File: src/rtl/vault_pkg.sv
`timescale 1ns/1ps
package vault_pkg;

  // Command decoder states
  typedef enum logic [2:0] {
    DS_IDLE,
    DS_KEY1,
    DS_KEY2,
    DS_PROG,
    DS_EXIT
  } dec_state_e;

  // Lock bit positions
  localparam int LK_PW    = 0;
  localparam int LK_PROT  = 1;
  localparam int LK_COUNT = 2;

  // Command addresses
  localparam logic [11:0] ADR_KEY1 = 12'h555;
  localparam logic [11:0] ADR_KEY2 = 12'h2AA;

  // Command data codes
  localparam logic [7:0] OP_KEY1      = 8'hAA;
  localparam logic [7:0] OP_KEY2      = 8'h55;
  localparam logic [7:0] OP_ENTER     = 8'h88;
  localparam logic [7:0] OP_PROG      = 8'hA0;
  localparam logic [7:0] OP_PWLOCK    = 8'h60;
  localparam logic [7:0] OP_PROTECT   = 8'h68;
  localparam logic [7:0] OP_EXIT      = 8'h90;
  localparam logic [7:0] OP_EXIT_CONF = 8'h00;
  localparam logic [7:0] OP_RESET     = 8'hF0;

endpackage

File: src/rtl/vault_cmd_decode.sv
`timescale 1ns/1ps
module vault_cmd_decode
  import vault_pkg::*;
#(
  parameter int ADDR_W = 12,
  parameter int DATA_W = 8
) (
  input  logic              clk,
  input  logic              rst_n,
  input  logic              in_region,
  input  logic              wr_valid,
  input  logic [ADDR_W-1:0] wr_addr,
  input  logic [DATA_W-1:0] wr_data,
  output logic              enter_p,
  output logic              exit_p,
  output logic              set_pw_p,
  output logic              set_prot_p,
  output logic              prog_p
);

  localparam logic [ADDR_W-1:0] A_K1 = ADDR_W'(ADR_KEY1);
  localparam logic [ADDR_W-1:0] A_K2 = ADDR_W'(ADR_KEY2);
  localparam logic [DATA_W-1:0] C_K1 = DATA_W'(OP_KEY1);
  localparam logic [DATA_W-1:0] C_K2 = DATA_W'(OP_KEY2);
  localparam logic [DATA_W-1:0] C_EN = DATA_W'(OP_ENTER);
  localparam logic [DATA_W-1:0] C_PG = DATA_W'(OP_PROG);
  localparam logic [DATA_W-1:0] C_PW = DATA_W'(OP_PWLOCK);
  localparam logic [DATA_W-1:0] C_PR = DATA_W'(OP_PROTECT);
  localparam logic [DATA_W-1:0] C_EX = DATA_W'(OP_EXIT);
  localparam logic [DATA_W-1:0] C_EC = DATA_W'(OP_EXIT_CONF);
  localparam logic [DATA_W-1:0] C_RS = DATA_W'(OP_RESET);

  dec_state_e st_q, st_d;
  logic       is_reset_op;

  assign is_reset_op = (wr_data == C_RS);

  always_comb begin
    st_d       = st_q;
    enter_p    = 1'b0;
    exit_p     = 1'b0;
    set_pw_p   = 1'b0;
    set_prot_p = 1'b0;
    prog_p     = 1'b0;
    if (wr_valid) begin
      case (st_q)
        DS_IDLE: begin
          if (is_reset_op) exit_p = 1'b1;
          else if (wr_addr == A_K1 && wr_data == C_K1) st_d = DS_KEY1;
        end
        DS_KEY1: begin
          st_d = DS_IDLE;
          if (is_reset_op) exit_p = 1'b1;
          else if (wr_addr == A_K2 && wr_data == C_K2) st_d = DS_KEY2;
        end
        DS_KEY2: begin
          st_d = DS_IDLE;
          if (is_reset_op) exit_p = 1'b1;
          else if (wr_addr == A_K1) begin
            if (wr_data == C_EN && !in_region) enter_p = 1'b1;
            else if (wr_data == C_PG) st_d = DS_PROG;
            else if (in_region) begin
              if (wr_data == C_PW) set_pw_p = 1'b1;
              else if (wr_data == C_PR) set_prot_p = 1'b1;
              else if (wr_data == C_EX) st_d = DS_EXIT;
            end
          end
        end
        DS_PROG: begin
          prog_p = 1'b1;
          st_d   = DS_IDLE;
        end
        DS_EXIT: begin
          st_d = DS_IDLE;
          if (wr_data == C_EC) exit_p = 1'b1;
        end
        default: st_d = DS_IDLE;
      endcase
    end
  end

  always_ff @(posedge clk or negedge rst_n) begin
    if (!rst_n) st_q <= DS_IDLE;
    else        st_q <= st_d;
  end

endmodule

File: src/rtl/vault_lock_bits.sv
`timescale 1ns/1ps
module vault_lock_bits #(
  parameter int N = 2
) (
  input  logic         clk,
  input  logic         init_i,
  input  logic [N-1:0] set_i,
  output logic [N-1:0] lock_q
);

  // No reset input: the bits model non-volatile cells.
  always_ff @(posedge clk) begin
    if (init_i) lock_q <= '0;
    else        lock_q <= lock_q | set_i;
  end

endmodule

File: src/rtl/vault_region_store.sv
`timescale 1ns/1ps
module vault_region_store #(
  parameter int DEPTH  = 32,
  parameter int DATA_W = 8,
  parameter int IDX_W  = $clog2(DEPTH)
) (
  input  logic              clk,
  input  logic              init_i,
  input  logic              we_i,
  input  logic [IDX_W-1:0]  widx_i,
  input  logic [DATA_W-1:0] wdata_i,
  input  logic [IDX_W-1:0]  ridx_i,
  output logic [DATA_W-1:0] rdata_o
);

  logic [DATA_W-1:0] cell_q [DEPTH];
  logic [DEPTH-1:0]  hit;

  for (genvar g = 0; g < DEPTH; g++) begin : g_hit
    assign hit[g] = we_i && (widx_i == IDX_W'(g));
  end

  // Flash-style programming: bits only fall.
  always_ff @(posedge clk) begin
    for (int i = 0; i < DEPTH; i++) begin
      if (init_i)      cell_q[i] <= '1;
      else if (hit[i]) cell_q[i] <= cell_q[i] & wdata_i;
    end
  end

  assign rdata_o = cell_q[ridx_i];

endmodule

File: src/rtl/vault_sector_ctrl.sv
`timescale 1ns/1ps
module vault_sector_ctrl
  import vault_pkg::*;
#(
  parameter int ADDR_W       = 12,
  parameter int DATA_W       = 8,
  parameter int REGION_BYTES = 32,
  parameter int PW_BYTES     = 8
) (
  input  logic              clk,
  input  logic              rst_n,
  input  logic              init_i,
  input  logic              wr_valid,
  output logic              wr_ready,
  input  logic [ADDR_W-1:0] wr_addr,
  input  logic [DATA_W-1:0] wr_data,
  input  logic              rd_valid,
  output logic              rd_ready,
  input  logic [ADDR_W-1:0] rd_addr,
  output logic              rd_rsp_valid,
  output logic [DATA_W-1:0] rd_rsp_data,
  output logic              main_rd_en,
  output logic [ADDR_W-1:0] main_rd_addr,
  input  logic [DATA_W-1:0] main_rd_data,
  output logic              main_prog_valid,
  output logic [ADDR_W-1:0] main_prog_addr,
  output logic [DATA_W-1:0] main_prog_data,
  output logic              in_region,
  output logic              op_denied
);

  localparam int                IDX_W    = $clog2(REGION_BYTES);
  localparam logic [ADDR_W-1:0] SPAN_LIM = ADDR_W'(REGION_BYTES);
  localparam logic [ADDR_W-1:0] PW_LIM   = ADDR_W'(PW_BYTES);

  logic enter_p, exit_p, set_pw_p, set_prot_p, prog_p;
  logic [LK_COUNT-1:0] lock_q, lock_set;
  logic in_region_q;
  logic wr_in_span, wr_in_pw, rd_in_span, rd_in_pw;
  logic prog_deny, store_we, rd_deny;
  logic [DATA_W-1:0] store_rdata;
  logic rsp_valid_q, denied_q, mprog_valid_q;
  logic [DATA_W-1:0] rsp_data_q, mprog_data_q;
  logic [ADDR_W-1:0] mprog_addr_q;

  vault_cmd_decode #(.ADDR_W(ADDR_W), .DATA_W(DATA_W)) u_dec (
    .clk        (clk),
    .rst_n      (rst_n),
    .in_region  (in_region_q),
    .wr_valid   (wr_valid),
    .wr_addr    (wr_addr),
    .wr_data    (wr_data),
    .enter_p    (enter_p),
    .exit_p     (exit_p),
    .set_pw_p   (set_pw_p),
    .set_prot_p (set_prot_p),
    .prog_p     (prog_p)
  );

  always_comb begin
    lock_set          = '0;
    lock_set[LK_PW]   = set_pw_p;
    lock_set[LK_PROT] = set_prot_p;
  end

  vault_lock_bits #(.N(LK_COUNT)) u_lock (
    .clk    (clk),
    .init_i (init_i),
    .set_i  (lock_set),
    .lock_q (lock_q)
  );

  // Gating of region accesses
  assign wr_in_span = wr_addr < SPAN_LIM;
  assign wr_in_pw   = wr_addr < PW_LIM;
  assign rd_in_span = rd_addr < SPAN_LIM;
  assign rd_in_pw   = rd_addr < PW_LIM;

  assign prog_deny = prog_p && in_region_q &&
                     (!wr_in_span || lock_q[LK_PROT] || (lock_q[LK_PW] && wr_in_pw));
  assign store_we  = prog_p && in_region_q && !prog_deny;
  assign rd_deny   = rd_valid && in_region_q &&
                     (!rd_in_span || (lock_q[LK_PW] && rd_in_pw));

  vault_region_store #(.DEPTH(REGION_BYTES), .DATA_W(DATA_W), .IDX_W(IDX_W)) u_store (
    .clk     (clk),
    .init_i  (init_i),
    .we_i    (store_we),
    .widx_i  (wr_addr[IDX_W-1:0]),
    .wdata_i (wr_data),
    .ridx_i  (rd_addr[IDX_W-1:0]),
    .rdata_o (store_rdata)
  );

  // Region selection and output registers
  always_ff @(posedge clk or negedge rst_n) begin
    if (!rst_n) begin
      in_region_q   <= 1'b0;
      rsp_valid_q   <= 1'b0;
      rsp_data_q    <= '0;
      denied_q      <= 1'b0;
      mprog_valid_q <= 1'b0;
      mprog_addr_q  <= '0;
      mprog_data_q  <= '0;
    end else begin
      if (exit_p)       in_region_q <= 1'b0;
      else if (enter_p) in_region_q <= 1'b1;
      rsp_valid_q <= rd_valid;
      if (rd_valid) begin
        if (!in_region_q) rsp_data_q <= main_rd_data;
        else if (rd_deny) rsp_data_q <= '1;
        else              rsp_data_q <= store_rdata;
      end
      denied_q      <= rd_deny || prog_deny;
      mprog_valid_q <= prog_p && !in_region_q;
      if (prog_p && !in_region_q) begin
        mprog_addr_q <= wr_addr;
        mprog_data_q <= wr_data;
      end
    end
  end

  assign wr_ready        = 1'b1;
  assign rd_ready        = 1'b1;
  assign main_rd_en      = rd_valid && !in_region_q;
  assign main_rd_addr    = rd_addr;
  assign rd_rsp_valid    = rsp_valid_q;
  assign rd_rsp_data     = rsp_data_q;
  assign main_prog_valid = mprog_valid_q;
  assign main_prog_addr  = mprog_addr_q;
  assign main_prog_data  = mprog_data_q;
  assign in_region       = in_region_q;
  assign op_denied       = denied_q;

endmodule

File: config.mk
export PLATFORM = sky130hd
export DESIGN_NAME = vault_sector_ctrl
export DESIGN_NICKNAME = d
export VERILOG_FILES = /design/src/rtl/vault_pkg.sv /design/src/rtl/vault_cmd_decode.sv /design/src/rtl/vault_lock_bits.sv /design/src/rtl/vault_region_store.sv /design/src/rtl/vault_sector_ctrl.sv
export SDC_FILE = /design/constraint.sdc
export NUM_CORES = 1
export LEC_CHECK = 0
export BUFFER_PORTS_ARGS = -buffer_cell sky130_fd_sc_hd__buf_2
export CORE_MARGIN = 2
export CORE_UTILIZATION = 45
export CTS_CLUSTER_DIAMETER = 100
export DETAILED_ROUTE_END_ITERATION = 8
export GPL_ROUTABILITY_DRIVEN = 0
export GPL_TIMING_DRIVEN = 0
export RECOVER_POWER = 100
export SLEW_MARGIN = 10
export SYNTH_ARGS = -nofsm -noshare
export SYNTH_HDL_FRONTEND = slang
export SYNTH_HIERARCHICAL = 1
export SYNTH_SLANG_ARGS = --single-unit
File: constraint.sdc
create_clock -name clk -period 5.9 [get_ports clk]
set_input_delay 1.77 -clock clk [delete_from_list [all_inputs] [get_ports clk]]
set_output_delay 1.77 -clock clk [all_outputs]
set_load 0.05 [all_outputs]
Yosys cells after proc, flatten, opt, wreduce, memory -nomap -nowiden
Memory sizes are Yosys's and may differ from the RTL's. Index checks and enable logic that the tools add are counted.

Flip-flop bits (word level): 37. RAM bits: 256. Bits of input ports: 45. Memories: 1.

Memory list: u_store.cell_q (words 32, bits a word 8, rd ports 33, clocked after memory_dff 0, write ports 32, line vault_region_store.sv:16) `logic [DATA_W-1:0] cell_q [DEPTH];`.

$lt $le $gt $ge: 4. Equality and inequality tests: 47. Mux-type cells: 175. Bitwise operators: 65. Reductions and logical operators: 58.

Operators by type and width (count): $mux W8 (34); $and A8 B8 Y8 (32); $mux W1 (127); $eq A5 B5 Y1 const B (16); $logic_and A1 B1 Y1 (44); $eq A5 B4 Y1 const B (8); $eq A8 B8 Y1 const B (5); $mux W3 (11); $or A1 B1 Y1 (32); $eq A8 B7 Y1 const B (3); $lt A12 B4 Y1 const B (2); $lt A12 B6 Y1 const B (2); $eq A5 B3 Y1 const B (4); $eq A12 B10 Y1 const B (1); $eq A12 B11 Y1 const B (1); $eq A5 B2 Y1 const B (2); $pmux W3 S3 (1); $logic_not A8 Y1 (1); $eq A3 B2 Y1 const B (2); $eq A5 B1 Y1 const B (1); $logic_not A5 Y1 (1); $logic_not A1 Y1 (4); $logic_or A1 B1 Y1 (4); $eq A3 B1 Y1 const B (1); 10 further kinds (10).

Depth between registers and ports, before layout
Depth after elaboration: 12. Gate-level depth with buffers: 9.

Cells and area by module
The synthesis kept the hierarchy.

By module, submodules not included: vault_region_store (times used 1, cells an instance 823, area each 12343.1 µm², sequential area each 7687.4 µm²); vault_sector_ctrl (times used 1, cells an instance 111, area each 1477.7 µm², sequential area each 800.8 µm²); vault_cmd_decode (times used 1, cells an instance 56, area each 406.6 µm², sequential area each 75.1 µm²); vault_lock_bits (times used 1, cells an instance 4, area each 60.1 µm², sequential area each 40.0 µm²).

Worst setup path after synthesis
OpenSTA, ideal clock, no wires.

Kind: input to output. Start: input rd_valid. End: output main_rd_en. Data arrival time: 2.769 ns. Required time: 4.130 ns. Setup slack: 1.361 ns. Cell stages on the path: 2. Cells stage by stage: buf_2 > nor2b_1.

Word-level cells in the longest chain between the ends: 1.

RTL lines: start: declaration (line vault_sector_ctrl.sv:17) `input logic rd_valid,`; $logic_and A1 B1 Y1 (line vault_sector_ctrl.sv:125) `assign main_rd_en = rd_valid && !in_region_q;`; end: declaration (line vault_sector_ctrl.sv:22) `output logic main_rd_en,`.

No other way between the ends.

Worst setup path in the final report
Start: input rd_addr[2]. End: register rsp_data_q[2] (netlist: rd_rsp_data[2]).

Elaborated cells between the ends (all ways): 9.

RTL lines: start: declaration (line vault_sector_ctrl.sv:19) `input logic [ADDR_W-1:0] rd_addr,`; $mem_v2 Z32 W8; net store_rdata[2] (line vault_sector_ctrl.sv:41) `logic [DATA_W-1:0] store_rdata;`; $mux W8 (line vault_sector_ctrl.sv:111) `else if (rd_deny) rsp_data_q <= '1;`; $mux W8 (line vault_sector_ctrl.sv:110) `if (!in_region_q) rsp_data_q <= main_rd_data;`; end signal: assignment (line vault_sector_ctrl.sv:110); end signal: assignment (line vault_sector_ctrl.sv:112) `else rsp_data_q <= store_rdata;`; end: declaration (line vault_sector_ctrl.sv:43) `logic [DATA_W-1:0] rsp_data_q, mprog_data_q;`.

The timed path passes the listed nets, and every way through them passes these cells. A chain may end at the register's enable or synchronous reset.

==> results.toml <==
[logic_synthesis]
synth_most_common_cell = "edfxtp_1"
synth.yosys.warnings = 6
synth_common_cells = "256 x edfxtp_1, 202 x nand2_1, 198 x a21o_1"
syn_inst = 994
syn_avg_cell_area_sq_um = 14.37
ys.flop_type = "edfxtp_1"
synth_edf_count = 256
yosysSeqAreaShare_pct = 60.22
synth_top_area_share_pct = 53.81
syn_area_sq_um = 14290
synth_cell_types = 51
async_flop_share_pct = 11.95
synth_top_area_cell = "edfxtp_1"
synth_seq_cells = 293
synth.area.top_cells = "edfxtp_1 54%, mux4_2 13%, a21o_1 10%, dfrtp_1 6.1%, nand2_1 5.3%"

[drt]
drt_iter0_drc = 985
totalWireLength_um = 40860
viasPerCell = 6.133
wl_per_cell_um = 26.46
num_vias = 9469
dr.pass1.iters = 5
ant_nets = 0
drcViolationCount = 0

[run_status]
violations = "capacitance limit, slew limit"
status = "finished with violations"

[sta]
finalSetupViolCount = 0
fin_crit_sh_pct = 81.67
setup_tns_ns = 0
worstMarginPinSlew_ns = 1.998
relSlewSlack_pct = -34.91
period_minus_slack_ns = 4.818
rsz0062_at_grt = "no"
fmaxAchievable_mhz = 207.5
finalHoldViolCount = 0
fin_skew_ns = 0.01215
maxSlewViolCount = 46

[worst_setup_path]
worst_path_largest_cell_delay_ns = 0.66
path_max_fanout = 10
crit_path_end_kind = "register"
start_kind = "primary input"
arrival_ns = 5.12
crit_required_ns = 6.20
path_class = "in -> reg"
crit_slowest_cell = "clkbuf_1"
path_cells = "buf_6 -> clkbuf_1 -> clkbuf_1 -> mux4_2 -> mux4_2 -> mux2_1 -> mux2_1 -> mux2i_1 -> nand2_1"

[min_path]
hold_class = "reg -> reg"

[grt]
grt_start_max_net_pins = 36
grt_pass1_wl_um = 60110
antenna_found_initial = 0
grt_pass1_vias = 9202
overflow = 0
grt_use_total_pct = 24.68

[final_layout]
diodes = 0
finalNetCount = 1162
fill_cells = 2677
final_cell_count_no_fill = 1544
drive_above_1_share_pct = 18.56
syn_to_final_growth_pct = 13.33

[placement]
port-buffer-count = 86
post-place-cells = 1483
dp_hpwl_um = 29230

[clock_network]
cts_resized = 0
cts_buffers = 34
clock-sinks = 293
cts.clk_slew.worst_paths_ns = 0.06
post_cts_buffers = 0
h-tree-depth = 2
root_buffer = "clkbuf_16"
cts_hold_buffers = 0
clockBufferDepth = 3
cts_tree = "built"
clk_latency_ns = 0.51

[floorplanning]
coreArea_sq_um = 31390
start_util_pct = 45.51
die_h_um = 182.2
io_pins = 92
num_rows = 65
die-area_sq_um = 33190
fp.dieW_um = 182.2

[pwr]
max-vdd-ir-drop_v = 0.0001498
leakage_nw = 4.789
powerDensity_nw_per_um2 = 284.2

[flow_run]
maxCapViolCount = 2
[where the power goes]
group          leakage, nW  switching (mW)  internal, mW  total (mW)
registers             2.21         0.00598          2.26        2.26
logic                 2.05           0.245        0.0808       0.326
clock network        0.527           0.823          1.19        2.01
total                 4.79            1.07          3.53        4.60
[path summary, 6_finish.rpt]
path / from / to / slack, ns / cells past startpoint
worst min-delay path: u_lock/lock_q[0] / u_lock/lock_q[0] / 0.48 / 1
worst max-delay path: rd_addr[2] / rd_rsp_data[2] / 1.08 / 9
worst max register to register: in_region / u_store/cell_q[9][7] / 2.56 / 7
max in group asynchronous: rst_n / rd_rsp_data[2] / 3.03 / 1
min in group asynchronous: rst_n / main_prog_addr[4] / 1.77 / 1
worst min register to register: u_lock/lock_q[0] / u_lock/lock_q[0] / 0.48 / 1
[logic make-up (layout without fill, tap and decap cells)]
family                 after synthesis  after routing  share of synthesized area (%)
AO/OA/AOI/OAI                      220            220                          11.70
buffers and inverters               77            224                          2.864
flip-flops                         293            293                          60.22
multiplexers                       124            124                          16.01
other                                1              2                        0.02625
AND/OR/NAND/NOR                    279            279                          9.186
[sequential cells by signal, summed over array words and instances (netlist names)]
| register | flops |
|---|---|
| in_region | 1 |
| main_prog_addr | 12 |
| main_prog_data | 8 |
| main_prog_valid | 1 |
| op_denied | 1 |
| rd_rsp_data | 8 |
| rd_rsp_valid | 1 |
| u_dec/st_q | 3 |
| u_lock/lock_q | 2 |
| u_store/cell_q | 256 |
[placed cells by master (no fill, tap or decap), types with 10 or more instances in the layout]
cell and instances:
edfxtp_1 256, nand2_1 202, a21o_1 198, clkbuf_1 100, mux4_2 80, buf_2 44
clkbuf_16 38, dfrtp_1 35, mux2_1 28, nor2_1 22, buf_4 15, o21bai_1 10
[per-stage QoR]
step / instance area (sq um) / utilization, % / worst slack (ns) / power (mW) / hold WS (ns)
final: 16190 / 51.58 / 1.082 / 4.602 / 0.4800
after global routing: 16190 / 51.58 / 0.9394 / 4.737 / 0.5016
after CTS: 16290 / 51.89 / 1.525 / 4.638 / 0.4785
after detailed placement: 15220 / 48.50 / 1.105 / 2.637 / 0.4617
after global placement: 15220 / 48.50 / 1.116 / 2.635 / 0.4519
after floorplan: 14290 / - / 1.361 / 2.510 / 0.4377
[layer usage]
layer	routed length, um	up-vias	part of all wire [%]	track usage, %
met3	3138	62	7.7	3.931
li1	-	4069	-	-
met1	17680	4839	43	35.16
met5	0	-	0	0
met2	18550	499	45	38.44
met4	1491	0	3.6	9.452
[final cells by class]
type	count	area (sq um)	share of cell area [%]
sequential	293	8603	53.13
multi-input combinational	625	5253	32.44
clock buffer	48	1008	6.228
tap	402	503.0	3.106
buffer	73	382.9	2.365
timing repair buffer	86	370.4	2.287
clock inverter	13	56.30	0.3477
inverter	4	15.01	0.09273
[worst max-delay path: cells and delay by family]
kind / cells / cell delay (ns)
buffers and inverters: 3 / 1.46
multiplexers: 5 / 1.79
AND/OR/NAND/NOR: 1 / 0.07
Power figures use the tool's default switching activity.
